$ cat src/rtl/acm_pkg.sv
package acm_pkg;

    parameter int ACM_ADDR_W = 5;
    parameter int ACM_DATA_W = 32;
    parameter int ACM_OP_LSB = 13;

    typedef enum logic [2:0] {
        OP_JMP  = 3'd0,
        OP_JRP  = 3'd1,
        OP_LDN  = 3'd2,
        OP_STO  = 3'd3,
        OP_SUB  = 3'd4,
        OP_SUBX = 3'd5,
        OP_SKN  = 3'd6,
        OP_HLT  = 3'd7
    } op_e;

    typedef enum logic [1:0] {
        S_HALT   = 2'd0,
        S_FETCH  = 2'd1,
        S_DECODE = 2'd2,
        S_EXEC   = 2'd3
    } state_e;

endpackage

$ cat src/rtl/acm_store.sv
module acm_store #(
    parameter int ADDR_W = acm_pkg::ACM_ADDR_W,
    parameter int DATA_W = acm_pkg::ACM_DATA_W
) (
    input  logic              clk,
    input  logic              rst_n,
    input  logic              we,
    input  logic [ADDR_W-1:0] waddr,
    input  logic [DATA_W-1:0] wdata,
    input  logic [ADDR_W-1:0] raddr,
    output logic [DATA_W-1:0] rdata
);
    localparam int DEPTH = 1 << ADDR_W;

    logic [DATA_W-1:0] words [DEPTH];

    always_ff @(posedge clk) begin
        if (we) begin
            words[waddr] <= wdata;
        end
    end

    assign rdata = words[raddr];

    // a granted write is visible at its address on the next cycle
    p_write_lands_r7: assert property (@(posedge clk) disable iff (!rst_n)
        we |=> words[$past(waddr)] == $past(wdata));

endmodule

$ cat src/rtl/acm_seq.sv
module acm_seq
    import acm_pkg::*;
#(
    parameter int ADDR_W = ACM_ADDR_W
) (
    input  logic              clk,
    input  logic              rst_n,
    input  logic              start,
    input  logic              bkpt_en,
    input  logic [ADDR_W-1:0] bkpt_addr,
    input  logic [ADDR_W-1:0] ctr,
    input  op_e               op,
    output state_e            state,
    output logic              halted,
    output logic              fetch_go,
    output logic              decode_en,
    output logic              exec_en
);
    state_e state_q, state_d;
    logic   skip_q;
    logic   bp_hit;

    assign bp_hit = bkpt_en && (bkpt_addr == ctr) && !skip_q;

    // state register and the one-shot breakpoint bypass flag
    always_ff @(posedge clk) begin
        if (!rst_n) begin
            state_q <= S_HALT;
            skip_q  <= 1'b0;
        end else begin
            state_q <= state_d;
            if (state_q == S_HALT && start) begin
                skip_q <= 1'b1;
            end else if (state_q == S_FETCH) begin
                skip_q <= 1'b0;
            end
        end
    end

    // transitions
    always_comb begin
        state_d = state_q;
        unique case (state_q)
            S_HALT:   if (start) state_d = S_FETCH;
            S_FETCH:  state_d = bp_hit ? S_HALT : S_DECODE;
            S_DECODE: state_d = S_EXEC;
            S_EXEC:   state_d = (op == OP_HLT) ? S_HALT : S_FETCH;
        endcase
    end

    // outputs
    always_comb begin
        halted    = 1'b0;
        fetch_go  = 1'b0;
        decode_en = 1'b0;
        exec_en   = 1'b0;
        unique case (state_q)
            S_HALT:   halted    = 1'b1;
            S_FETCH:  fetch_go  = !bp_hit;
            S_DECODE: decode_en = 1'b1;
            S_EXEC:   exec_en   = 1'b1;
        endcase
    end

    assign state = state_q;

    // a stop opcode in execute halts on the next cycle
    p_stop_halts_r10: assert property (@(posedge clk) disable iff (!rst_n)
        (exec_en && op == OP_HLT) |=> halted);

    // decode is always followed by execute
    p_decode_then_exec_r10: assert property (@(posedge clk) disable iff (!rst_n)
        decode_en |=> exec_en);

    // a breakpoint hit halts without moving the counter
    p_bkpt_holds_ctr_r11: assert property (@(posedge clk) disable iff (!rst_n)
        (state_q == S_FETCH && bp_hit) |=> (halted && $stable(ctr)));

    // the fetch that follows a start never stops on the breakpoint
    p_resume_passes_r11: assert property (@(posedge clk) disable iff (!rst_n)
        (halted && start) |=> ##1 decode_en);

endmodule

$ cat src/rtl/acm_datapath.sv
module acm_datapath
    import acm_pkg::*;
#(
    parameter int ADDR_W = ACM_ADDR_W,
    parameter int DATA_W = ACM_DATA_W,
    parameter int OP_LSB = ACM_OP_LSB
) (
    input  logic              clk,
    input  logic              rst_n,
    input  logic              fetch_go,
    input  logic              decode_en,
    input  logic              exec_en,
    input  logic [DATA_W-1:0] rd_data,
    output logic [ADDR_W-1:0] ctr,
    output logic [DATA_W-1:0] acc,
    output op_e               op,
    output logic [ADDR_W-1:0] opnd_addr,
    output logic              st_we,
    output logic [DATA_W-1:0] st_wdata
);
    localparam int OP_MSB = OP_LSB + 2;

    logic [ADDR_W-1:0] ctr_q;
    logic [DATA_W-1:0] acc_q;
    op_e               pir_op_q;
    logic [ADDR_W-1:0] pir_addr_q;

    always_ff @(posedge clk) begin
        if (!rst_n) begin
            ctr_q      <= '0;
            acc_q      <= '0;
            pir_op_q   <= OP_JMP;
            pir_addr_q <= '0;
        end else begin
            if (fetch_go) begin
                ctr_q <= ctr_q + 1'b1;
            end
            if (decode_en) begin
                pir_op_q   <= op_e'(rd_data[OP_MSB:OP_LSB]);
                pir_addr_q <= rd_data[ADDR_W-1:0];
            end
            if (exec_en) begin
                unique case (pir_op_q)
                    OP_JMP:          ctr_q <= rd_data[ADDR_W-1:0];
                    OP_JRP:          ctr_q <= ctr_q + rd_data[ADDR_W-1:0];
                    OP_LDN:          acc_q <= '0 - rd_data;
                    OP_STO:          ;
                    OP_SUB, OP_SUBX: acc_q <= acc_q - rd_data;
                    OP_SKN:          if (acc_q[DATA_W-1]) ctr_q <= ctr_q + 1'b1;
                    OP_HLT:          ;
                endcase
            end
        end
    end

    assign ctr       = ctr_q;
    assign acc       = acc_q;
    assign op        = pir_op_q;
    assign opnd_addr = pir_addr_q;
    assign st_we     = exec_en && (pir_op_q == OP_STO);
    assign st_wdata  = acc_q;

    // fetch advances the counter by one, modulo the store size
    p_preinc_r3: assert property (@(posedge clk) disable iff (!rst_n)
        fetch_go |=> ctr_q == ADDR_W'($past(ctr_q) + 1'b1));

    // load negated
    p_load_neg_r6: assert property (@(posedge clk) disable iff (!rst_n)
        (exec_en && pir_op_q == OP_LDN) |=> acc_q == DATA_W'(0 - $past(rd_data)));

    // both subtract encodings
    p_subtract_r8: assert property (@(posedge clk) disable iff (!rst_n)
        (exec_en && (pir_op_q == OP_SUB || pir_op_q == OP_SUBX))
        |=> acc_q == DATA_W'($past(acc_q) - $past(rd_data)));

    // skip taken when negative
    p_skip_taken_r9: assert property (@(posedge clk) disable iff (!rst_n)
        (exec_en && pir_op_q == OP_SKN && acc_q[DATA_W-1])
        |=> ctr_q == ADDR_W'($past(ctr_q) + 1'b1));

    // no skip when not negative
    p_skip_idle_r9: assert property (@(posedge clk) disable iff (!rst_n)
        (exec_en && pir_op_q == OP_SKN && !acc_q[DATA_W-1]) |=> $stable(ctr_q));

endmodule

$ cat src/rtl/accum_cpu.sv
module accum_cpu
    import acm_pkg::*;
#(
    parameter int ADDR_W = ACM_ADDR_W,
    parameter int DATA_W = ACM_DATA_W,
    parameter int OP_LSB = ACM_OP_LSB
) (
    input  logic              clk,
    input  logic              rst_n,
    input  logic              start,
    output logic              halted,
    input  logic              bkpt_en,
    input  logic [ADDR_W-1:0] bkpt_addr,
    input  logic              dbg_we,
    input  logic [ADDR_W-1:0] dbg_addr,
    input  logic [DATA_W-1:0] dbg_wdata,
    output logic [DATA_W-1:0] dbg_rdata,
    output logic [DATA_W-1:0] dbg_acc,
    output logic [ADDR_W-1:0] dbg_ctr
);
    state_e            state;
    logic              fetch_go, decode_en, exec_en;
    logic [ADDR_W-1:0] ctr, opnd_addr;
    logic [DATA_W-1:0] acc, rd_data, dp_wdata;
    op_e               op;
    logic              dp_we;

    logic              st_we;
    logic [ADDR_W-1:0] st_waddr, st_raddr;
    logic [DATA_W-1:0] st_wdata;

    acm_seq #(.ADDR_W(ADDR_W)) u_seq (
        .clk       (clk),
        .rst_n     (rst_n),
        .start     (start),
        .bkpt_en   (bkpt_en),
        .bkpt_addr (bkpt_addr),
        .ctr       (ctr),
        .op        (op),
        .state     (state),
        .halted    (halted),
        .fetch_go  (fetch_go),
        .decode_en (decode_en),
        .exec_en   (exec_en)
    );

    acm_datapath #(.ADDR_W(ADDR_W), .DATA_W(DATA_W), .OP_LSB(OP_LSB)) u_dp (
        .clk       (clk),
        .rst_n     (rst_n),
        .fetch_go  (fetch_go),
        .decode_en (decode_en),
        .exec_en   (exec_en),
        .rd_data   (rd_data),
        .ctr       (ctr),
        .acc       (acc),
        .op        (op),
        .opnd_addr (opnd_addr),
        .st_we     (dp_we),
        .st_wdata  (dp_wdata)
    );

    // store port arbitration: execute owns it while running, debug while halted
    always_comb begin
        unique case (state)
            S_DECODE: st_raddr = ctr;
            S_EXEC:   st_raddr = opnd_addr;
            default:  st_raddr = dbg_addr;
        endcase
    end

    assign st_we    = dp_we || (halted && dbg_we);
    assign st_waddr = dp_we ? opnd_addr : dbg_addr;
    assign st_wdata = dp_we ? dp_wdata  : dbg_wdata;

    acm_store #(.ADDR_W(ADDR_W), .DATA_W(DATA_W)) u_store (
        .clk   (clk),
        .rst_n (rst_n),
        .we    (st_we),
        .waddr (st_waddr),
        .wdata (st_wdata),
        .raddr (st_raddr),
        .rdata (rd_data)
    );

    assign dbg_rdata = rd_data;
    assign dbg_acc   = acc;
    assign dbg_ctr   = ctr;

    // sitting halted (with or without debug traffic) changes no register
    p_halt_frozen_r12: assert property (@(posedge clk) disable iff (!rst_n)
        (halted && !start) |=> ($stable(acc) && $stable(ctr)));

endmodule

$ cat config.mk
export PLATFORM = sky130hd
export DESIGN_NAME = accum_cpu
export DESIGN_NICKNAME = d
export VERILOG_FILES = /design/src/rtl/acm_pkg.sv /design/src/rtl/acm_store.sv /design/src/rtl/acm_seq.sv /design/src/rtl/acm_datapath.sv /design/src/rtl/accum_cpu.sv
export SDC_FILE = /design/constraint.sdc
export NUM_CORES = 2
export LEC_CHECK = 0
export BUFFER_PORTS_ARGS = -buffer_cell sky130_fd_sc_hd__clkbuf_2
export CORE_MARGIN = 4
export CORE_UTILIZATION = 46
export DETAILED_ROUTE_END_ITERATION = 7
export GPL_TIMING_DRIVEN = 0
export PLACE_DENSITY = 0.7
export REMOVE_ABC_BUFFERS = 1
export SLEW_MARGIN = 25
export SYNTH_ARGS = -nofsm -noshare
export SYNTH_HDL_FRONTEND = slang
export SYNTH_HIERARCHICAL = 1
export SYNTH_SLANG_ARGS = --single-unit
$ cat constraint.sdc
create_clock -name clk -period 7.9 [get_ports clk]
set_input_delay 0.395 -clock clk [delete_from_list [all_inputs] [get_ports clk]]
set_output_delay 0.395 -clock clk [all_outputs]
set_load 0.005 [all_outputs]
==> results.md <==
* Required time worst endpoint at 8.44 ns
* Worst Tran Pin Value at 0.9405 ns
* Root Driver: clkbuf_16
* CTS clk-pin slew, worst paths at 0.06 ns
* H-Tree Depth at 3
* Average wire per standard cell at 27.44 µm
* Max-cap violation count at 0
* Hold slack at just over 0.1 ns
* Total GRT Usage at 23.02%
* Count of final setup violators at 0
* Max_slew headroom at 37.11%
* # rows at ~110
* Status: finished clean
* Placed cell count at 4225
* Final hold vios at 0
* TritonCTS clock tree: built
* Fmax at 146.6 MHz
* Worst Hold Class: in -> reg
* Core area at ~97000 µm²
* Layout area overhead at 17.84%
* Filler instances at 7389
* # DRC at 0
* Tot Pwr at 13170 µW
* Clock Latency Late Sink at 0.69 ns
* DRT iter0 DRCs at 3066
* DIE AREA at slightly above 100000 µm²
* DRT Pass-1 Iters at 6
* Prevailing post-synth register cell: edfxtp_1
* Post-layout util at 54.85%
* Final period util at 86.35%
* Gpl congestion at 0.8224
* Register area share after synthesis at 70.25%
* Initial antenna violation count at 1
* Max FO, Critical Path at 15
* Total wire length at between 100 and 150 mm
* Final-report max-slew violation count at 0
* Number of gates resized after cts at 0
* Detail Route Antenna Nets at 0
* Clock Tree Buf Depth at 3
* Mean post-synth cell area at 15.58 µm²
* Fin crit period at 6.821 ns
* Yosys reg bits at 1072
* Vias/cell at 6.058
* Synth cell types at between 70 and 80
* CP arrival at 7.37 ns
* Post-synth EDFFs at 1024
* Asr flop ratio synth at 0%
* First-pass GRT wire length at 173.5 mm
* Vias in the first global route at 25920
* Hold buffers post-CTS at 1
* Sink Count at 1072
* Total grt overflow at 0
* Die height at 321.3 µm
* Initial Util at a little under half
* TritonCTS Buffers at 105
* Largest net degree at the start of global routing at 42
* Vias at approximately 27000
* P_leak at 0.01897 µW
* Synth warn at 6
* Post-CTS setup buffer count at 0
* Post-Synthesis Cells at between 2000 and 3000
* Startpoint types: register
* RSZ-0062 raised after global routing: no
* Io pins at about 120
* NumNets Final at 3146
* Max IR drop VDD at 157.2 µV
* Port-buffer cells at ~120
* CP endpoint kind: register
* Dpl hpwl at 80.38 mm
* Worst setup path category: reg -> reg
* Finished Layout Cells at 4424
* Pwr dens at 247.5 nW/µm²
* DIE WIDTH at 321.3 µm
* Layout cells sized above 1 at 15.95%
* Clk_skew at 0.02478 ns
* Final TNS setup at 0 ns
* Cell Area, Synth at about 45000 µm²
cell families after synthesis:
family	count (synthesis)	synth area share, %
AOI/OAI and AO/OA	455	6.818
xor gates and xnor gates	26	0.5045
adders and majority gates	42	1.197
buffers and inverters	237	3.038
DFF	1072	70.25
muxes	568	12.86
and+or+nand+nor	497	5.338
registers in the layout, summed over array words and instances (netlist names), named ones only:
register	cells
u_store/words	1024
u_dp/acc	32
u_dp/ctr	5
u_dp/opnd_addr	5
u_dp/op	3
u_seq/skip_q	1
u_seq/state	1
cells in the final DEF (no fill, tap or decap), types with 8 or more instances in the layout:
cell and n:
mux2i_1 530, a22oi_1 96, buf_16 91, mux2_2 19, clkbuf_16 107, a31oi_1 42, nand3b_1 9, and2_1 31
nand2_1 148, dfxtp_1 48, ha_1 40, a21o_1 8, o211ai_1 11, a22o_1 64, nand4_1 11, xor2_1 13
nand3_1 123, xnor2_1 13, a21oi_1 147, nor2_1 45, clkbuf_2 116, buf_12 34, o21ai_0 26, edfxtp_1 1024
clkinv_2 16, bufinv_16 11, mux2_4 19, nor2_4 33, inv_1 41, clkbuf_1 28, a211oi_1 12, nor3_1 43
clkinv_1 14
stage by stage:
stage | area [µm²] | worst slack, ns
6_report | 53200 | 1.079
5_1_grt | 53190 | 0.8692
4_1_cts | 53190 | 1.182
2_1_floorplan | 43930 | -32.74
3_3_place_gp | 46110 | -48.08
3_5_place_dp | 49700 | 1.269
per-layer routing:
layer | routed length, µm | vias to the layer above | track usage, %
met5 | 0 | - | 0
met4 | 3620 | 0 | 7.076
met3 | 10370 | 257 | 4.348
met2 | 57740 | 1336 | 37.38
met1 | 49650 | 13600 | 31.75
li1 | - | 11610 | -
area by class of cell:
cell class	instances	area (µm²)	area share [%]
antenna	1	2.502	0.004704
clock buffer	142	2879	5.412
clock inverter	55	603.1	1.134
inverter	42	157.7	0.2964
multi-input combinational	1588	12380	23.27
sequential	1072	31710	59.61
tap	1276	1597	3.001
timing repair buffer	248	3866	7.268
critical path, stage by stage (launching register included):
cell      delay (ns)
dfxtp_1         0.78
mux2i_1         0.24
a21oi_4         0.64
buf_16          0.24
buf_16          0.18
buf_16          0.18
buf_8           0.18
buf_16          0.18
buf_16          0.18
buf_16          0.19
mux2i_1         0.26
a22o_1          0.17
nor3_1          0.05
a31oi_1         0.22
nand3_1         0.25
inv_1           0.12
ha_1            0.31
a21o_1          0.22
or4_1           0.39
o22ai_1         0.41
nor4bb_1        0.17
o31ai_2         0.63
a21oi_1         0.16
a31oi_1         0.19
a31oi_1         0.10
where the power goes:
group | internal (µW) | switching, µW
Clock | 2920 | 2110
Combinational | 740 | 1110
Sequential | 6260 | 28.1
Total | 9920 | 3250
cell usage after synthesis (all sizes together) (4+ instances only):
| cell | count | area, µm² |
|---|---|---|
| a221oi | 4 | 41.29 |
| o211ai | 11 | 82.58 |
| xnor2 | 13 | 113.9 |
| a21oi | 150 | 765.7 |
| clkbuf | 71 | 284.0 |
| nor2 | 78 | 292.8 |
| a31oi | 42 | 262.8 |
| ha | 40 | 500.5 |
| and2 | 32 | 200.2 |
| inv | 42 | 157.7 |
| nand3b | 9 | 67.56 |
| o21a | 8 | 60.06 |
| buf | 122 | 909.6 |
| nand3 | 123 | 615.6 |
| nor2b | 6 | 37.54 |
| mux2 | 38 | 499.2 |
| a22o | 64 | 560.5 |
| or3 | 8 | 55.05 |
| nand2b | 6 | 37.54 |
| and3 | 6 | 37.54 |
| a22oi | 96 | 720.7 |
| mux2i | 530 | 5305 |
| a211oi | 13 | 102.6 |
| nor3 | 43 | 215.2 |
| o21ai | 29 | 145.1 |
| edfxtp | 1024 | 30750 |
| nand2 | 149 | 559.3 |
| dfxtp | 48 | 960.9 |
| a21o | 9 | 68.82 |
| nand4 | 11 | 68.82 |
| xor2 | 13 | 113.9 |
worst paths after layout:
kind	slack (ns)	cells after the start	end	from
max	1.08	24	u_dp/acc[27]	u_seq/state[0]
min	0.10	4	register	bkpt_en
max reg2reg	1.08	24	u_dp/acc[27]	u_seq/state[0]
min reg2reg	0.48	2	u_seq/skip_q	u_seq/skip_q
(Power assumes the default switching activity.)
